**config.mk**
```make
export PLATFORM = sky130hd
export DESIGN_NAME = gpio_port_prio
export DESIGN_NICKNAME = d
export VERILOG_FILES = /design/src/rtl/gpio_prio_pkg.sv /design/src/rtl/gpio_sync.sv /design/src/rtl/gpio_regs.sv /design/src/rtl/gpio_pad_mux.sv /design/src/rtl/gpio_port_prio.sv
export SDC_FILE = /design/constraint.sdc
export NUM_CORES = 1
export LEC_CHECK = 0
export BUFFER_PORTS_ARGS = -buffer_cell sky130_fd_sc_hd__buf_2
export CAP_MARGIN = 20
export CELL_PAD_IN_SITES_DETAIL_PLACEMENT = 0
export CELL_PAD_IN_SITES_GLOBAL_PLACEMENT = 1
export CORE_ASPECT_RATIO = 0.5
export CORE_MARGIN = 2
export CORE_UTILIZATION = 37
export CTS_BUF_LIST = sky130_fd_sc_hd__clkbuf_4
export CTS_CLUSTER_DIAMETER = 150
export CTS_CLUSTER_SIZE = 16
export DETAILED_ROUTE_END_ITERATION = 16
export PLACE_DENSITY = 0.87
export SLEW_MARGIN = 5
export SYNTH_ARGS = -nofsm -noshare
export SYNTH_HDL_FRONTEND = slang
export SYNTH_SLANG_ARGS = --single-unit
```
**constraint.sdc**
```tcl
create_clock -name clk -period 1.4 [get_ports clk]
set_input_delay 0.14 -clock clk [delete_from_list [all_inputs] [get_ports clk]]
set_output_delay 0.14 -clock clk [all_outputs]
set_load 0.02 [all_outputs]
```
**src/rtl/gpio_prio_pkg.sv**
```systemverilog
// Shared constants for the priority GPIO port.
// Assumes a two-bit register address; the input register is placed
// directly below the direction register.
package gpio_prio_pkg;
    localparam int ADDR_W = 2;
    localparam logic [ADDR_W-1:0] A_DATA  = 2'd0;
    localparam logic [ADDR_W-1:0] A_INPUT = 2'd1;
    localparam logic [ADDR_W-1:0] A_DIR   = 2'd2;
endpackage

```
**src/rtl/gpio_sync.sv**
```systemverilog
// Two-stage synchronizer for the pad inputs.
// Assumes pad_in is asynchronous. It carries no reset, because the pin view has
// no reset value of its own.
module gpio_sync #(
    parameter int W = 8
) (
    input  logic         clk,
    input  logic [W-1:0] d,
    output logic [W-1:0] q
);
    logic [W-1:0] stage1;

    // Purpose: shift the raw pin levels through two flops.
    always_ff @(posedge clk) begin
        stage1 <= d;
        q      <= stage1;
    end
endmodule

```
**src/rtl/gpio_regs.sv**
```systemverilog
// Register file for the port: latch, direction and registered read mux.
// Assumes single-cycle accesses. Read data is captured at the strobe edge.
module gpio_regs
    import gpio_prio_pkg::*;
#(
    parameter int W = 8
) (
    input  logic              clk,
    input  logic              rst_n,
    input  logic              bus_sel,
    input  logic              bus_wr,
    input  logic [ADDR_W-1:0] bus_addr,
    input  logic [W-1:0]      bus_wdata,
    input  logic [W-1:0]      pin_sync,
    output logic [W-1:0]      bus_rdata,
    output logic [W-1:0]      latch_q,
    output logic [W-1:0]      dir_q
);
    logic          wr_stb;
    logic          rd_stb;
    logic [W-1:0]  rd_mux;

    assign wr_stb = bus_sel & bus_wr;
    assign rd_stb = bus_sel & ~bus_wr;

    // Purpose: port latch, written in every bit whatever the direction.
    always_ff @(posedge clk) begin
        if (!rst_n)
            latch_q <= '0;
        else if (wr_stb && bus_addr == A_DATA)
            latch_q <= bus_wdata;
    end

    // Purpose: direction mask, 1 = output.
    always_ff @(posedge clk) begin
        if (!rst_n)
            dir_q <= '0;
        else if (wr_stb && bus_addr == A_DIR)
            dir_q <= bus_wdata;
    end

    // Purpose: select the read value by address.
    always_comb begin
        case (bus_addr)
            A_DATA:  rd_mux = (latch_q & dir_q) | (pin_sync & ~dir_q);
            A_INPUT: rd_mux = pin_sync;
            A_DIR:   rd_mux = dir_q;
            default: rd_mux = '0;
        endcase
    end

    // Purpose: register read data one cycle after the strobe.
    always_ff @(posedge clk) begin
        if (!rst_n)
            bus_rdata <= '0;
        else if (rd_stb)
            bus_rdata <= rd_mux;
    end

    // a write to the input register leaves the state alone
    p_input_ro_r4: assert property (@(posedge clk) disable iff (!rst_n)
        (wr_stb && bus_addr == A_INPUT) |=> ($stable(latch_q) && $stable(dir_q)));

    // a write to the unused address leaves the state alone
    p_unused_addr_r12: assert property (@(posedge clk) disable iff (!rst_n)
        (wr_stb && bus_addr == 2'd3) |=> ($stable(latch_q) && $stable(dir_q)));

    // read data holds when there is no read strobe
    p_rdata_hold_r13: assert property (@(posedge clk) disable iff (!rst_n)
        !rd_stb |=> $stable(bus_rdata));
endmodule

```
**src/rtl/gpio_pad_mux.sv**
```systemverilog
// Per-pin output selection with fixed priority.
// Assumes SHARED_PIN != SOLO_PIN. The shared pin gives tx B priority over
// the chip select and the chip select priority over GPIO. The solo pin
// gives tx A priority over GPIO.
module gpio_pad_mux #(
    parameter int W          = 8,
    parameter int SHARED_PIN = 0,
    parameter int SOLO_PIN   = 1
) (
    input  logic [W-1:0] latch_q,
    input  logic [W-1:0] dir_q,
    input  logic         txa_en,
    input  logic         txa_val,
    input  logic         txb_en,
    input  logic         txb_val,
    input  logic         cs_en,
    input  logic         cs_val,
    output logic [W-1:0] pad_out,
    output logic [W-1:0] pad_oe
);
    for (genvar i = 0; i < W; i++) begin : g_pin
        if (i == SHARED_PIN) begin : g_shared
            // Purpose: tx B, then chip select, then GPIO.
            always_comb begin
                if (txb_en) begin
                    pad_out[i] = txb_val;
                    pad_oe[i]  = 1'b1;
                end else if (cs_en) begin
                    pad_out[i] = cs_val;
                    pad_oe[i]  = 1'b1;
                end else begin
                    pad_out[i] = latch_q[i];
                    pad_oe[i]  = dir_q[i];
                end
            end
        end else if (i == SOLO_PIN) begin : g_solo
            // Purpose: tx A, then GPIO.
            always_comb begin
                if (txa_en) begin
                    pad_out[i] = txa_val;
                    pad_oe[i]  = 1'b1;
                end else begin
                    pad_out[i] = latch_q[i];
                    pad_oe[i]  = dir_q[i];
                end
            end
        end else begin : g_plain
            assign pad_out[i] = latch_q[i];
            assign pad_oe[i]  = dir_q[i];
        end
    end
endmodule

```
**src/rtl/gpio_port_prio.sv**
```systemverilog
// Top level of the eight-bit priority GPIO port.
// Assumes pad_in is asynchronous to clk and that the bus issues one access
// per strobe cycle. Reset is synchronous and active low.
module gpio_port_prio
    import gpio_prio_pkg::*;
#(
    parameter int W          = 8,
    parameter int SHARED_PIN = 0,
    parameter int SOLO_PIN   = 1
) (
    input  logic              clk,
    input  logic              rst_n,
    input  logic              bus_sel,
    input  logic              bus_wr,
    input  logic [ADDR_W-1:0] bus_addr,
    input  logic [W-1:0]      bus_wdata,
    output logic [W-1:0]      bus_rdata,
    input  logic              txa_en,
    input  logic              txa_val,
    input  logic              txb_en,
    input  logic              txb_val,
    input  logic              cs_en,
    input  logic              cs_val,
    input  logic [W-1:0]      pad_in,
    output logic [W-1:0]      pad_out,
    output logic [W-1:0]      pad_oe
);
    logic [W-1:0] pin_sync;
    logic [W-1:0] latch_q;
    logic [W-1:0] dir_q;

    gpio_sync #(.W(W)) u_sync (
        .clk (clk),
        .d   (pad_in),
        .q   (pin_sync)
    );

    gpio_regs #(.W(W)) u_regs (
        .clk       (clk),
        .rst_n     (rst_n),
        .bus_sel   (bus_sel),
        .bus_wr    (bus_wr),
        .bus_addr  (bus_addr),
        .bus_wdata (bus_wdata),
        .pin_sync  (pin_sync),
        .bus_rdata (bus_rdata),
        .latch_q   (latch_q),
        .dir_q     (dir_q)
    );

    gpio_pad_mux #(.W(W), .SHARED_PIN(SHARED_PIN), .SOLO_PIN(SOLO_PIN)) u_mux (
        .latch_q (latch_q),
        .dir_q   (dir_q),
        .txa_en  (txa_en),
        .txa_val (txa_val),
        .txb_en  (txb_en),
        .txb_val (txb_val),
        .cs_en   (cs_en),
        .cs_val  (cs_val),
        .pad_out (pad_out),
        .pad_oe  (pad_oe)
    );

    // tx B owns the shared pin
    p_txb_wins_r6: assert property (@(posedge clk) disable iff (!rst_n)
        txb_en |-> (pad_oe[SHARED_PIN] && pad_out[SHARED_PIN] == txb_val));

    // chip select owns the shared pin when tx B is off
    p_cs_second_r7: assert property (@(posedge clk) disable iff (!rst_n)
        (!txb_en && cs_en) |-> (pad_oe[SHARED_PIN] && pad_out[SHARED_PIN] == cs_val));

    // tx A owns the solo pin
    p_txa_solo_r8: assert property (@(posedge clk) disable iff (!rst_n)
        txa_en |-> (pad_oe[SOLO_PIN] && pad_out[SOLO_PIN] == txa_val));

    // the synchronized view lags the pads by two edges
    p_sync_lag_r11: assert property (@(posedge clk) disable iff (!rst_n)
        $past(rst_n, 2) |-> (pin_sync == $past(pad_in, 2)));
endmodule

```
==> impl_metrics.env <==
export IMPL_fillers=382
export IMPL_first_pass_iters=4
export IMPL_area_growth_pct=26.1
export IMPL_fp_dieArea_sq_um=4530
export IMPL_grt_max_degree=20
export IMPL_synth_avg_cell_area_sq_um=9.62
export IMPL_htree_levels=2
export IMPL_vias=1209
export IMPL_insertion_delay_ns=0.34
export IMPL_power_density_nw_per_um2=1150
export IMPL_crit_path_start_kind="register"
export IMPL_layout_drive_gt1_share_pct=32.7
export IMPL_boundaryPins=52
export IMPL_slew_headroom_pct=48.3
export IMPL_worst_slack_ns=0.0651
export IMPL_leakage_nw=0.830
export IMPL_grt_pass1_vias=1173
export IMPL_num_antenna_cells=0
export IMPL_cpLargestDelayFamily="simple AND/OR/NAND/NOR gates"
export IMPL_die_y_um=48.6
export IMPL_cts_setup_buffers=0
export IMPL_p_sw_uw=476
export IMPL_cp_cell_sequence="or3_1, buf_2"
export IMPL_antenna_found_initial=0
export IMPL_final_cell_area_sq_um=1860
export IMPL_hold_path_startpoint="bus_wdata[5]"
export IMPL_cts_tree="yes"
export IMPL_fin_nets=232
export IMPL_criticalPathCategory="reg -> out"
export IMPL_syn_inst=153
export IMPL_final_hold_viol_count=0
export IMPL_cts_resized=0
export IMPL_timing_fmax_ghz=0.749
export IMPL_period_needed_ns=1.33
export IMPL_fin_skew_ns=0.00368
export IMPL_drc=0
export IMPL_path_buf_inv=1
export IMPL_pwr_share_comb_pct=9.3
export IMPL_cp_slowest_cell="or3_1"
export IMPL_synth_compound_area_share_pct=15.5
export IMPL_grt_overflow=0
export IMPL_cts_root_buf="clkbuf_4"
export IMPL_clockPowerShare_pct=34.8
export IMPL_path_clk_slew_ns=0.11
export IMPL_cp_arrival_ns=1.19
export IMPL_worstMarginPinSlew_ns=0.774
export IMPL_regToRegEndpoint="u_regs.bus_rdata[2]$_SDFFE_PN0P_"
export IMPL_die_width_um=93.2
export IMPL_synth_simple_area_share_pct=14.5
export IMPL_timing_rr_start="u_regs.dir_q[2]$_SDFFE_PN0P_"
export IMPL_syn_area_sq_um=1470
export IMPL_drt_wl_total_mm=3.10
export IMPL_viasPerCell=4.67
export IMPL_final_util_pct=48.0
export IMPL_antenna_left=0
export IMPL_vdd_drop_max_mv=0.599
export IMPL_intPower_mw=1.66
export IMPL_cts_buffer_depth=2
export IMPL_synth_top_family_by_area="compound AO/OA/AOI/OAI gates"
export IMPL_swShare_pct=22.3
export IMPL_hold_class="in -> reg"
export IMPL_synth_cell_types=23
export IMPL_synth_xor_area_share_pct=0
export IMPL_fin_crit_sh_pct=95.4
export IMPL_syn_num_nets=181
export IMPL_critPathMaxStageDelay_ns=0.35
export IMPL_cp_required_ns=1.26
export IMPL_grt_pass1_wl_mm=5.08
export IMPL_pre_cts_ws_ns=0.0532
export IMPL_ys_warn_count=0
export IMPL_crit_path_max_fanout=3
export IMPL_setup_tns_final_ns=0
export IMPL_routedWlPerCell_um=11.9
export IMPL_hpwlAfterDp_mm=2.29
export IMPL_finalSetupViolCount=0
export IMPL_reg2reg_slack_ns=0.08
export IMPL_p_seq_share_pct=55.9
export IMPL_ff2ff_path_depth=3
export IMPL_slew_violations=0
export IMPL_coreArea_sq_um=3860
export IMPL_yosysSeqAreaShare_pct=54.4
export IMPL_cts_made_buffers=5
export IMPL_start_util_pct=38.1
export IMPL_io_buffers=51
export IMPL_grtUsageTotal_pct=14.5
export IMPL_status="finished, final reports clean"
export IMPL_hold_depth=3
export IMPL_placementRows=16
export IMPL_end_kind="primary output"
export IMPL_clock_sinks=40
export IMPL_ys_seq_elements=40
export IMPL_place_gp_congestion=0.747
export IMPL_maxCapViolations=0
export IMPL_drt_iter0_markers=43
export IMPL_hold_end="u_regs.dir_q[5]$_SDFFE_PN0P_"
export IMPL_synthAdderAreaFrac_pct=0
export IMPL_placed_area_sq_um=1700
export IMPL_rsz0062_at_grt="no"
export IMPL_synth_mux_area_share_pct=1.45
-- flip-flops by register name, summed over array words and instances (netlist names) --
signal / count
u_sync.q: 8
u_regs.dir_q: 8
u_regs.bus_rdata: 8
u_sync.stage1: 8
u_regs.latch_q: 8
-- per-stage QoR --
step | power (mW) | hold slack, ns | std cells
global placement | 1.40 | 0.243 | 243
global route | 2.24 | 0.0506 | 259
CTS | 2.16 | 0.0498 | 259
detailed placement | 1.41 | 0.244 | 243
floorplan | 1.33 | 0.168 | 153
finish | 2.14 | 0.0544 | 259
-- worst max-delay path by stage --
stage / start / cells past startpoint / slack, ns / end
4_1_cts: u_regs.dir_q[0]$_SDFFE_PN0P_ / 2 / 0.05 / pad_oe[0]
5_1_grt: u_regs.dir_q[0]$_SDFFE_PN0P_ / 2 / 0.009 / pad_oe[0]
6_report: u_regs.dir_q[0]$_SDFFE_PN0P_ / 2 / 0.07 / pad_oe[0]
3_3_place_gp: u_regs.dir_q[2]$_SDFFE_PN0P_ / 3 / 0.10 / u_regs.bus_rdata[2]$_SDFFE_PN0P_
3_5_place_dp: bus_wr / 4 / 0.05 / u_regs.bus_rdata[1]$_SDFFE_PN0P_
2_1_floorplan: u_regs.dir_q[5]$_SDFFE_PN0P_ / 3 / 0.18 / u_regs.bus_rdata[5]$_SDFFE_PN0P_
-- placed cells by master, fill, tap and decap left out, drive strengths merged --
cell type and count:
dlygate4sd3 8, clkbuf 6, or2 1, a21oi 1, bufinv 1, inv 17, o22ai 8, mux2 1
buf 57, nand2 9, a21boi 1, nand3b 1, clkinv 1, nand4b 1, a32o 8, or4 8
nand4bb 1, or3 1, dfxtp 40, mux2i 1, o21ai 17, nand3 16
-- power groups by stage --
stage	Combinational, mW	Clock (mW)	Sequential (mW)
after floorplan	0.110	0	1.22
after global placement	0.179	0	1.22
after detailed placement	0.184	0	1.22
after CTS	0.201	0.761	1.20
after global routing	0.220	0.819	1.20
final	0.200	0.745	1.19
-- cell families after synthesis --
| logic type | after synthesis |
|---|---|
| flip-flops | 40 |
| AND/OR/NAND/NOR | 38 |
| buffers and inverters | 38 |
| AO/OA/AOI/OAI | 35 |
| multiplexers | 2 |
-- cells in the mapped netlist, drive strengths merged --
| cell type | n | area [sq um] |
|---|---|---|
| dfxtp | 40 | 801 |
| inv | 17 | 63.8 |
| o21ai | 17 | 85.1 |
| buf | 16 | 125 |
| nand3 | 16 | 80.1 |
| nand2 | 9 | 33.8 |
| a32o | 8 | 80.1 |
| o22ai | 8 | 50.1 |
| or4 | 8 | 60.1 |
| clkbuf | 5 | 18.8 |
| a21boi | 1 | 7.51 |
| a21oi | 1 | 5.00 |
| mux2 | 1 | 11.3 |
| mux2i | 1 | 10.0 |
| nand3b | 1 | 7.51 |
| nand4b | 1 | 8.76 |
| nand4bb | 1 | 11.3 |
| or2 | 1 | 6.26 |
| or3 | 1 | 6.26 |
-- layer usage --
layer	vias to the layer above	track usage, %	routed length (um)
met5	-	0	0
met4	0	4.41	33
met3	4	5.14	144
met2	28	26.2	1550
met1	547	16.0	1370
li1	630	-	-
-- worst min-delay path, delay by kind of cell --
kind                   cells  cell delay (ns)
AOI/OAI and AO/OA          1             0.06
and+or+nand+nor            1             0.06
buffers and inverters      1             0.09
-- area by class of cell --
type,instances,area [sq um],area share [%]
sequential,40,801,43.2
inverter,17,63.8,3.44
multi-input combinational,75,463,24.9
timing repair buffer,65,380,20.5
clock buffer,6,45.0,2.43
tap,54,67.6,3.64
clock inverter,2,35.0,1.89
-- what timing repair did --
action / 4_1_cts / 5_1_grt
hold buffers: 8 / 0
hold endpoints to repair: 8 / 0
endpoints found under the setup margin: 0 / 0
Note: power is estimated with default switching activity, not from simulation.
